## config.mk

```make
export PLATFORM = sky130hd
export DESIGN_NAME = vsr_sequencer
export DESIGN_NICKNAME = d
export VERILOG_FILES = /design/src/rtl/vsr_pkg.sv /design/src/rtl/vsr_step_gen.sv /design/src/rtl/vsr_apply.sv /design/src/rtl/vsr_sequencer.sv
export SDC_FILE = /design/constraint.sdc
export NUM_CORES = 1
export LEC_CHECK = 0
export BUFFER_PORTS_ARGS = -buffer_cell sky130_fd_sc_hd__buf_2
export CORE_AREA = 5 5 554 556
export CTS_CLUSTER_SIZE = 8
export DETAILED_ROUTE_END_ITERATION = 10
export DIE_AREA = 0 0 559 561
export HOLD_SLACK_MARGIN = 0.15
export SLEW_MARGIN = 20
export SYNTH_ARGS = -nofsm -noshare
export SYNTH_HDL_FRONTEND = slang
export SYNTH_SLANG_ARGS = --single-unit
```

## constraint.sdc

```tcl
create_clock -name clk -period 2.1 [get_ports clk]
set_input_delay 0.105 -clock clk [delete_from_list [all_inputs] [get_ports clk]]
set_output_delay 0.105 -clock clk [all_outputs]
set_load 0.005 [all_outputs]
```

## src/rtl/vsr_pkg.sv

```systemverilog
package vsr_pkg;

  // Source of the value driven on the R0 restore bus
  typedef enum logic [1:0] {
    SRC_INIT  = 2'd0,
    SRC_STORE = 2'd1,
    SRC_FWD   = 2'd2
  } r0_src_e;

  function automatic int width_of(input int n);
    return (n > 1) ? $clog2(n) : 1;
  endfunction

endpackage

```

## src/rtl/vsr_step_gen.sv

```systemverilog
module vsr_step_gen
  import vsr_pkg::*;
#(
  parameter int NUM_PHYS = 4,
  parameter int MAX_VIRT = 16,
  parameter int PASS_W   = 4,
  localparam int VA_W    = width_of(MAX_VIRT),
  localparam int VC_W    = width_of(MAX_VIRT + 1),
  localparam int PA_W    = width_of(NUM_PHYS)
) (
  input  logic              clk,
  input  logic              rst_n,
  input  logic              start,
  input  logic              busy,
  input  logic [VC_W-1:0]   virt_count,
  input  logic [PASS_W-1:0] passes,
  output logic              iss_valid,
  output logic [VA_W-1:0]   iss_v,
  output logic [PA_W-1:0]   iss_p,
  output logic              iss_virt,
  output logic              iss_first,
  output logic              iss_save,
  output logic              iss_last,
  output logic [VC_W-1:0]   nv_o
);
  localparam int SEEN_W = width_of(NUM_PHYS + 1);

  logic              run_q, virt_q;
  logic [VA_W-1:0]   v_q;
  logic [PA_W-1:0]   p_q;
  logic [PASS_W-1:0] pass_q, npass_q;
  logic [VC_W-1:0]   nv_q;
  logic [SEEN_W-1:0] seen_q;
  logic              accept, v_end, p_end;

  assign accept = start && !busy && (virt_count != '0) &&
                  (virt_count <= VC_W'(MAX_VIRT));
  assign v_end  = (VC_W'(v_q) == nv_q - VC_W'(1));
  assign p_end  = (p_q == PA_W'(NUM_PHYS - 1));

  assign iss_valid = run_q;
  assign iss_v     = v_q;
  assign iss_p     = p_q;
  assign iss_virt  = virt_q;
  assign iss_first = (pass_q == '0);
  assign iss_save  = virt_q && (seen_q == SEEN_W'(NUM_PHYS));
  assign iss_last  = run_q && v_end && (!virt_q || pass_q == npass_q - PASS_W'(1));
  assign nv_o      = nv_q;

  always_ff @(posedge clk) begin
    if (!rst_n) begin
      run_q   <= 1'b0;
      virt_q  <= 1'b0;
      v_q     <= '0;
      p_q     <= '0;
      pass_q  <= '0;
      npass_q <= '0;
      nv_q    <= '0;
      seen_q  <= '0;
    end else if (accept) begin
      run_q   <= 1'b1;
      v_q     <= '0;
      p_q     <= '0;
      pass_q  <= '0;
      seen_q  <= '0;
      nv_q    <= virt_count;
      npass_q <= (passes == '0) ? PASS_W'(1) : passes;
      virt_q  <= (virt_count > VC_W'(NUM_PHYS));
    end else if (run_q) begin
      if (iss_last) run_q <= 1'b0;
      p_q <= p_end ? '0 : p_q + PA_W'(1);
      if (v_end) begin
        v_q    <= '0;
        pass_q <= pass_q + PASS_W'(1);
      end else begin
        v_q <= v_q + VA_W'(1);
      end
      if (seen_q != SEEN_W'(NUM_PHYS)) seen_q <= seen_q + SEEN_W'(1);
    end
  end

  // R9: a run never issues beyond its captured pass count
  p_pass_bound_r9: assert property (@(posedge clk) disable iff (!rst_n)
    run_q |-> (pass_q < npass_q));

endmodule

```

## src/rtl/vsr_apply.sv

```systemverilog
module vsr_apply
  import vsr_pkg::*;
#(
  parameter int NUM_PHYS = 4,
  parameter int MAX_VIRT = 16,
  parameter int R0_W     = 8,
  localparam int VA_W    = width_of(MAX_VIRT),
  localparam int VC_W    = width_of(MAX_VIRT + 1),
  localparam int PA_W    = width_of(NUM_PHYS)
) (
  input  logic                     clk,
  input  logic                     rst_n,
  input  logic                     iss_valid,
  input  logic [VA_W-1:0]          iss_v,
  input  logic [PA_W-1:0]          iss_p,
  input  logic                     iss_virt,
  input  logic                     iss_first,
  input  logic                     iss_save,
  input  logic                     iss_last,
  input  logic [VC_W-1:0]          nv,
  input  logic                     st_rd_en,
  input  logic [R0_W-1:0]          st_rd_data,
  input  logic [R0_W-1:0]          init_r0,
  input  logic [NUM_PHYS*R0_W-1:0] r0_save,
  output logic [NUM_PHYS-1:0]      latch_en,
  output logic [R0_W-1:0]          r0_restore,
  output logic                     st_wr_en,
  output logic [VA_W-1:0]          st_wr_addr,
  output logic [R0_W-1:0]          st_wr_data,
  output logic [VA_W-1:0]          init_idx,
  output logic                     ap_valid,
  output logic                     done
);
  localparam int W1 = VC_W + 1;

  logic            ap_valid_q, ap_save_q, ap_last_q, done_q;
  logic [VA_W-1:0] ap_v_q;
  logic [PA_W-1:0] ap_p_q;
  r0_src_e         src_q, src_d;
  logic [R0_W-1:0] fwd_q;
  logic [W1-1:0]   ext_v, out_idx;
  logic            fwd_hit;

  // Evicted virtual stripe: (v - NUM_PHYS) mod nv, valid only when nv > NUM_PHYS
  assign ext_v   = W1'(ap_v_q);
  assign out_idx = (ext_v >= W1'(NUM_PHYS)) ? ext_v - W1'(NUM_PHYS)
                                            : ext_v + W1'(nv) - W1'(NUM_PHYS);

  assign st_wr_en   = ap_valid_q && ap_save_q;
  assign st_wr_addr = out_idx[VA_W-1:0];
  assign st_wr_data = r0_save[int'(ap_p_q)*R0_W +: R0_W];

  // Same-cycle read and write of one address: take the word being written
  assign fwd_hit = st_rd_en && st_wr_en && (st_wr_addr == iss_v);

  always_comb begin
    if (iss_first || !iss_virt) src_d = SRC_INIT;
    else if (fwd_hit)           src_d = SRC_FWD;
    else                        src_d = SRC_STORE;
  end

  always_ff @(posedge clk) begin
    if (!rst_n) begin
      ap_valid_q <= 1'b0;
      ap_save_q  <= 1'b0;
      ap_last_q  <= 1'b0;
      done_q     <= 1'b0;
      ap_v_q     <= '0;
      ap_p_q     <= '0;
      src_q      <= SRC_INIT;
      fwd_q      <= '0;
    end else begin
      ap_valid_q <= iss_valid;
      ap_save_q  <= iss_save;
      ap_last_q  <= iss_last;
      ap_v_q     <= iss_v;
      ap_p_q     <= iss_p;
      src_q      <= src_d;
      fwd_q      <= st_wr_data;
      done_q     <= ap_valid_q && ap_last_q;
    end
  end

  always_comb begin
    unique case (src_q)
      SRC_STORE: r0_restore = st_rd_data;
      SRC_FWD:   r0_restore = fwd_q;
      default:   r0_restore = init_r0;
    endcase
  end

  for (genvar i = 0; i < NUM_PHYS; i++) begin : g_en
    assign latch_en[i] = ap_valid_q && (ap_p_q == PA_W'(i));
  end

  assign init_idx = ap_v_q;
  assign ap_valid = ap_valid_q;
  assign done     = done_q;

  p_onehot_en_r3: assert property (@(posedge clk) disable iff (!rst_n)
    $onehot0(latch_en));

  p_save_with_load_r5: assert property (@(posedge clk) disable iff (!rst_n)
    st_wr_en |-> $onehot(latch_en));

endmodule

```

## src/rtl/vsr_sequencer.sv

```systemverilog
module vsr_sequencer
  import vsr_pkg::*;
#(
  parameter int NUM_PHYS = 4,
  parameter int MAX_VIRT = 16,
  parameter int CFG_W    = 672,
  parameter int R0_W     = 8,
  parameter int PASS_W   = 4,
  localparam int VA_W    = width_of(MAX_VIRT),
  localparam int VC_W    = width_of(MAX_VIRT + 1),
  localparam int PA_W    = width_of(NUM_PHYS)
) (
  input  logic                     clk,
  input  logic                     rst_n,
  input  logic                     start,
  input  logic [VC_W-1:0]          virt_count,
  input  logic [PASS_W-1:0]        passes,
  output logic                     busy,
  output logic                     done,
  output logic                     cfg_rd_en,
  output logic [VA_W-1:0]          cfg_rd_addr,
  input  logic [CFG_W-1:0]         cfg_rd_data,
  output logic [CFG_W-1:0]         stripe_cfg,
  output logic [NUM_PHYS-1:0]      stripe_cfg_en,
  output logic                     st_rd_en,
  output logic [VA_W-1:0]          st_rd_addr,
  input  logic [R0_W-1:0]          st_rd_data,
  output logic                     st_wr_en,
  output logic [VA_W-1:0]          st_wr_addr,
  output logic [R0_W-1:0]          st_wr_data,
  output logic [VA_W-1:0]          init_idx,
  input  logic [R0_W-1:0]          init_r0,
  input  logic [NUM_PHYS*R0_W-1:0] r0_save,
  output logic [R0_W-1:0]          r0_restore,
  output logic [NUM_PHYS-1:0]      r0_restore_en
);
  logic            iss_valid, iss_virt, iss_first, iss_save, iss_last, ap_valid;
  logic [VA_W-1:0] iss_v;
  logic [PA_W-1:0] iss_p;
  logic [VC_W-1:0] nv;
  logic [NUM_PHYS-1:0] latch_en;

  vsr_step_gen #(.NUM_PHYS(NUM_PHYS), .MAX_VIRT(MAX_VIRT), .PASS_W(PASS_W)) i_step (
    .clk(clk), .rst_n(rst_n), .start(start), .busy(busy),
    .virt_count(virt_count), .passes(passes),
    .iss_valid(iss_valid), .iss_v(iss_v), .iss_p(iss_p), .iss_virt(iss_virt),
    .iss_first(iss_first), .iss_save(iss_save), .iss_last(iss_last), .nv_o(nv)
  );

  assign cfg_rd_en   = iss_valid;
  assign cfg_rd_addr = iss_v;
  assign st_rd_en    = iss_valid && iss_virt && !iss_first;
  assign st_rd_addr  = iss_v;

  vsr_apply #(.NUM_PHYS(NUM_PHYS), .MAX_VIRT(MAX_VIRT), .R0_W(R0_W)) i_apply (
    .clk(clk), .rst_n(rst_n),
    .iss_valid(iss_valid), .iss_v(iss_v), .iss_p(iss_p), .iss_virt(iss_virt),
    .iss_first(iss_first), .iss_save(iss_save), .iss_last(iss_last), .nv(nv),
    .st_rd_en(st_rd_en), .st_rd_data(st_rd_data), .init_r0(init_r0),
    .r0_save(r0_save), .latch_en(latch_en), .r0_restore(r0_restore),
    .st_wr_en(st_wr_en), .st_wr_addr(st_wr_addr), .st_wr_data(st_wr_data),
    .init_idx(init_idx), .ap_valid(ap_valid), .done(done)
  );

  assign stripe_cfg    = cfg_rd_data;
  assign stripe_cfg_en = latch_en;
  assign r0_restore_en = latch_en;
  assign busy          = iss_valid || ap_valid;

  p_cfg_follows_read_r2: assert property (@(posedge clk) disable iff (!rst_n)
    cfg_rd_en |=> (stripe_cfg_en != '0));

  p_ring_step_r4: assert property (@(posedge clk) disable iff (!rst_n)
    ((stripe_cfg_en != '0) && ($past(stripe_cfg_en) != '0)) |->
      (stripe_cfg_en == {$past(stripe_cfg_en[NUM_PHYS-2:0]), $past(stripe_cfg_en[NUM_PHYS-1])}));

  p_done_idle_r9: assert property (@(posedge clk) disable iff (!rst_n)
    done |-> (!busy && $past(busy)));

endmodule

```

==> results.ini <==
[synth]
syn_nets=1690
synth_ff_type=dfxtp_1
yosys_register_bits=44
synth_edf_count=0
synthAdderAreaFrac=0.0273
async_reset_ff_frac=0
synthCells=942
yosys-top-cells-area=buf_4 67%, dfxtp_1 12%, ha_1 2.5%, mux4_2 2.4%, mux2i_1 1.8%
yosys.area.top_type_share=0.671
synth-compound-area-share=0.0324
yosysSeqAreaShare=0.116
yosys.cell_count.top_type=buf_4
synth_area_sq_um=7610
synthMuxAreaShare=0.0421
syn_avg_cell_area_sq_um=8.08
synth-xor-area-share=0.0273
yosys.area_share.simple=0.0687
yosysTopAreaCell=buf_4
synth_warnings=0
ys_types=45
synth_common_cells=680 x buf_4, 44 x dfxtp_1, 19 x inv_1
synth_top_family_by_area=buffers and inverters

[sta]
fin_crit_ns=2.22
rsz0062_at_grt=yes
maxSlewViolCount=0
worstMarginPinSlew_ns=0.847
slew_headroom=0.435
skew_ns=0.00483
final.setup.worst_slack_ns=-0.123
fmax_mhz=450
setup-violations-final=3
hold_viol=0
finalCritPeriodShare=1.06

[clocking]
cts.reportedPaths.clkPinSlew_ns=0.06
clock_latency_ns=0.29
clock-sinks=44
htreeDepth=2
cts_tree=yes
numCtsBuffers=5
cts_root_buffer=clkbuf_16
cts_buffer_depth=2

[setup_path]
rr_worst_depth=10
end_kind=output port
r2r-end=i_apply.src_q[0]
crit_chain=ha_4, ha_4, inv_2, fa_2, xor2_1, xnor2_1, mux2i_1, buf_4, buf_6
cpPeakStageDelay_ns=0.35
r2r-start=i_step.nv_o[1]
crit_type=reg2out
cp_slowest_cell=fa_2
cp.depth=9
crit_fanout=2
endpoint=st_wr_addr[3]
crit_start=i_step.nv_o[1]
cp_num_buf_inv=3
path_delay_family=adder cells
cp_common_cell=ha_4
regToRegSetupSlack_ns=-0.05
critPathRequiredTime_ns=2.00
start_kind=register
critPathArrivalTime_ns=2.12

[run_status]
outcome=complete, but fails checks
violations=negative setup slack

[final_layout]
nets=1143
final_cell_count_no_fill=4377
drive_gt1_frac=0.425
syn2layout_area_growth_pct=12.1
fill_cells=36000
final_util=0.0283

[global_routing]
met3_usage=0.368
grt_pass1_wl_um=255000
grt_max_degree=21
antenna_found_initial=11
gr-usage-all-layers=0.148
grt-ovfl-total=0
top_usage_layer=met3
grt_use_met1=0.0265
met2_usage=0.201
first_global_vias=4223

[detailed_routing]
drt_iter0_markers=195
viasPerCell=1.02
ant_nets=0
routed_wl_um=242000
routedWlPerCell_um=55.4
dr.pass1.iters=4
drc=0
num_vias=4481

[die]
die_x_um=559
rows=202
fp.dieH_um=561
core_area_sq_um=302000
die-area_sq_um=314000
io-pin-count=1449
initial_core_util=0.0253

[placed_design]
dp.cells=4356
dp_hpwl_um=238000
port_buffers=104
gp_congestion=0.789
post-place-ws_ns=-0.203

[power]
peakVddDrop_uv=502
p_per_area_nw_per_um2=257
p_leak_nw=1.73

[run]
drv_cap=0

[hold_path]
hold_path.class=in2out

## logic make-up (layout without fill, tap and decap cells)
logic type                 count (synthesis)  in the layout
buffers and inverters                    712            165
muxes                                     22             22
xor gates and xnor gates                  21             21
adders and majority gates                 16             16
DFF                                       44             44
other                                      0              4
and+or+nand+nor                           87             87
AOI/OAI and AO/OA                         40             40
## timing repair
action                     CTS  global route
gates cloned                 0             0
setup endpoints to repair    5             6
pin swaps                    7             3
hold buffers                 9             0
gates resized for setup     15             7
buffers inserted             1             0
hold endpoints to repair     9             0
## worst min path at each step
stage,from,to,slack [ns],depth (start not counted)
3_3_place_gp,cfg_rd_data[222],stripe_cfg[222],0.21,0
6_report,cfg_rd_data[222],stripe_cfg[222],0.21,0
4_1_cts,rst_n,i_step.nv_o[4],0.21,2
3_5_place_dp,cfg_rd_data[222],stripe_cfg[222],0.21,0
2_1_floorplan,rst_n,i_apply.src_q[0],0.26,2
5_1_grt,cfg_rd_data[222],stripe_cfg[222],0.21,0
## flip-flops by register name, indices dropped and copies added, names as in the netlist
| name | count |
|---|---|
| i_apply.init_idx | 4 |
| i_step.pass_q | 4 |
| i_step.npass_q | 4 |
| i_apply.ap_valid | 1 |
| i_apply.ap_last_q | 1 |
| i_apply.ap_save_q | 1 |
| i_apply.done | 1 |
| i_step.iss_v | 4 |
| i_apply.src_q | 2 |
| i_step.iss_virt | 1 |
| i_apply.ap_p_q | 2 |
| i_step.iss_p | 2 |
| i_apply.fwd_q | 8 |
| i_step.iss_valid | 1 |
| i_step.seen_q | 3 |
| i_step.nv_o | 5 |
## area by class of cell
type,instances,area (sq um),area share
Tap cell,3978,4980,0.583
Multi-Input combinational cell,186,1600,0.187
Sequential cell,44,888,0.104
Timing Repair Buffer,139,840,0.0983
Clock buffer,7,153,0.0179
Inverter,19,71.3,0.00835
Antenna cell,4,10.0,0.00117
## per-stage QoR
step                instance area, sq um  setup TNS (ns)  hold slack (ns)  power, mW
finish                              8540          -0.215            0.210       2.19
global route                        8530          -0.759            0.210       2.29
CTS                                 8500          -0.391            0.206       2.22
detailed placement                  8180          -0.288            0.210       1.36
global placement                    8180          -0.206            0.210       1.36
floorplan                           7610               0            0.263       2.14
## layer usage
layer / share of wire / vias up
met5: 0.0021 / -
met3: 0.52 / 256
met4: 0.028 / 12
met2: 0.38 / 1618
met1: 0.064 / 1408
li1: - / 1187
## placed cells by master (no fill, tap or decap), types with 4 or more instances in the layout
master	netlist	final
buf_2	2	102
dfxtp_1	44	40
buf_4	680	25
inv_1	19	17
nand2_1	15	15
and2_1	15	15
mux2i_1	14	14
xnor2_1	15	14
o21ai_0	14	13
nor2_1	12	12
ha_1	15	10
a21oi_1	9	9
dlygate4sd3_1	0	9
mux4_2	8	8
nor2b_1	8	8
a22oi_1	8	7
nor3_1	5	5
nand3_1	5	5
clkbuf_16	0	5
diode_2	0	4
xor2_1	4	4
and3_1	4	4
## where the power goes
| group | total (mW) | switching [mW] | internal [mW] | leakage (nW) |
|---|---|---|---|---|
| registers | 0.889 | 0.0237 | 0.865 | 0.361 |
| logic | 0.471 | 0.250 | 0.221 | 1.30 |
| clock network | 0.831 | 0.331 | 0.500 | 0.0760 |
| total | 2.19 | 0.604 | 1.59 | 1.73 |
Power figures use the tool's default switching activity.
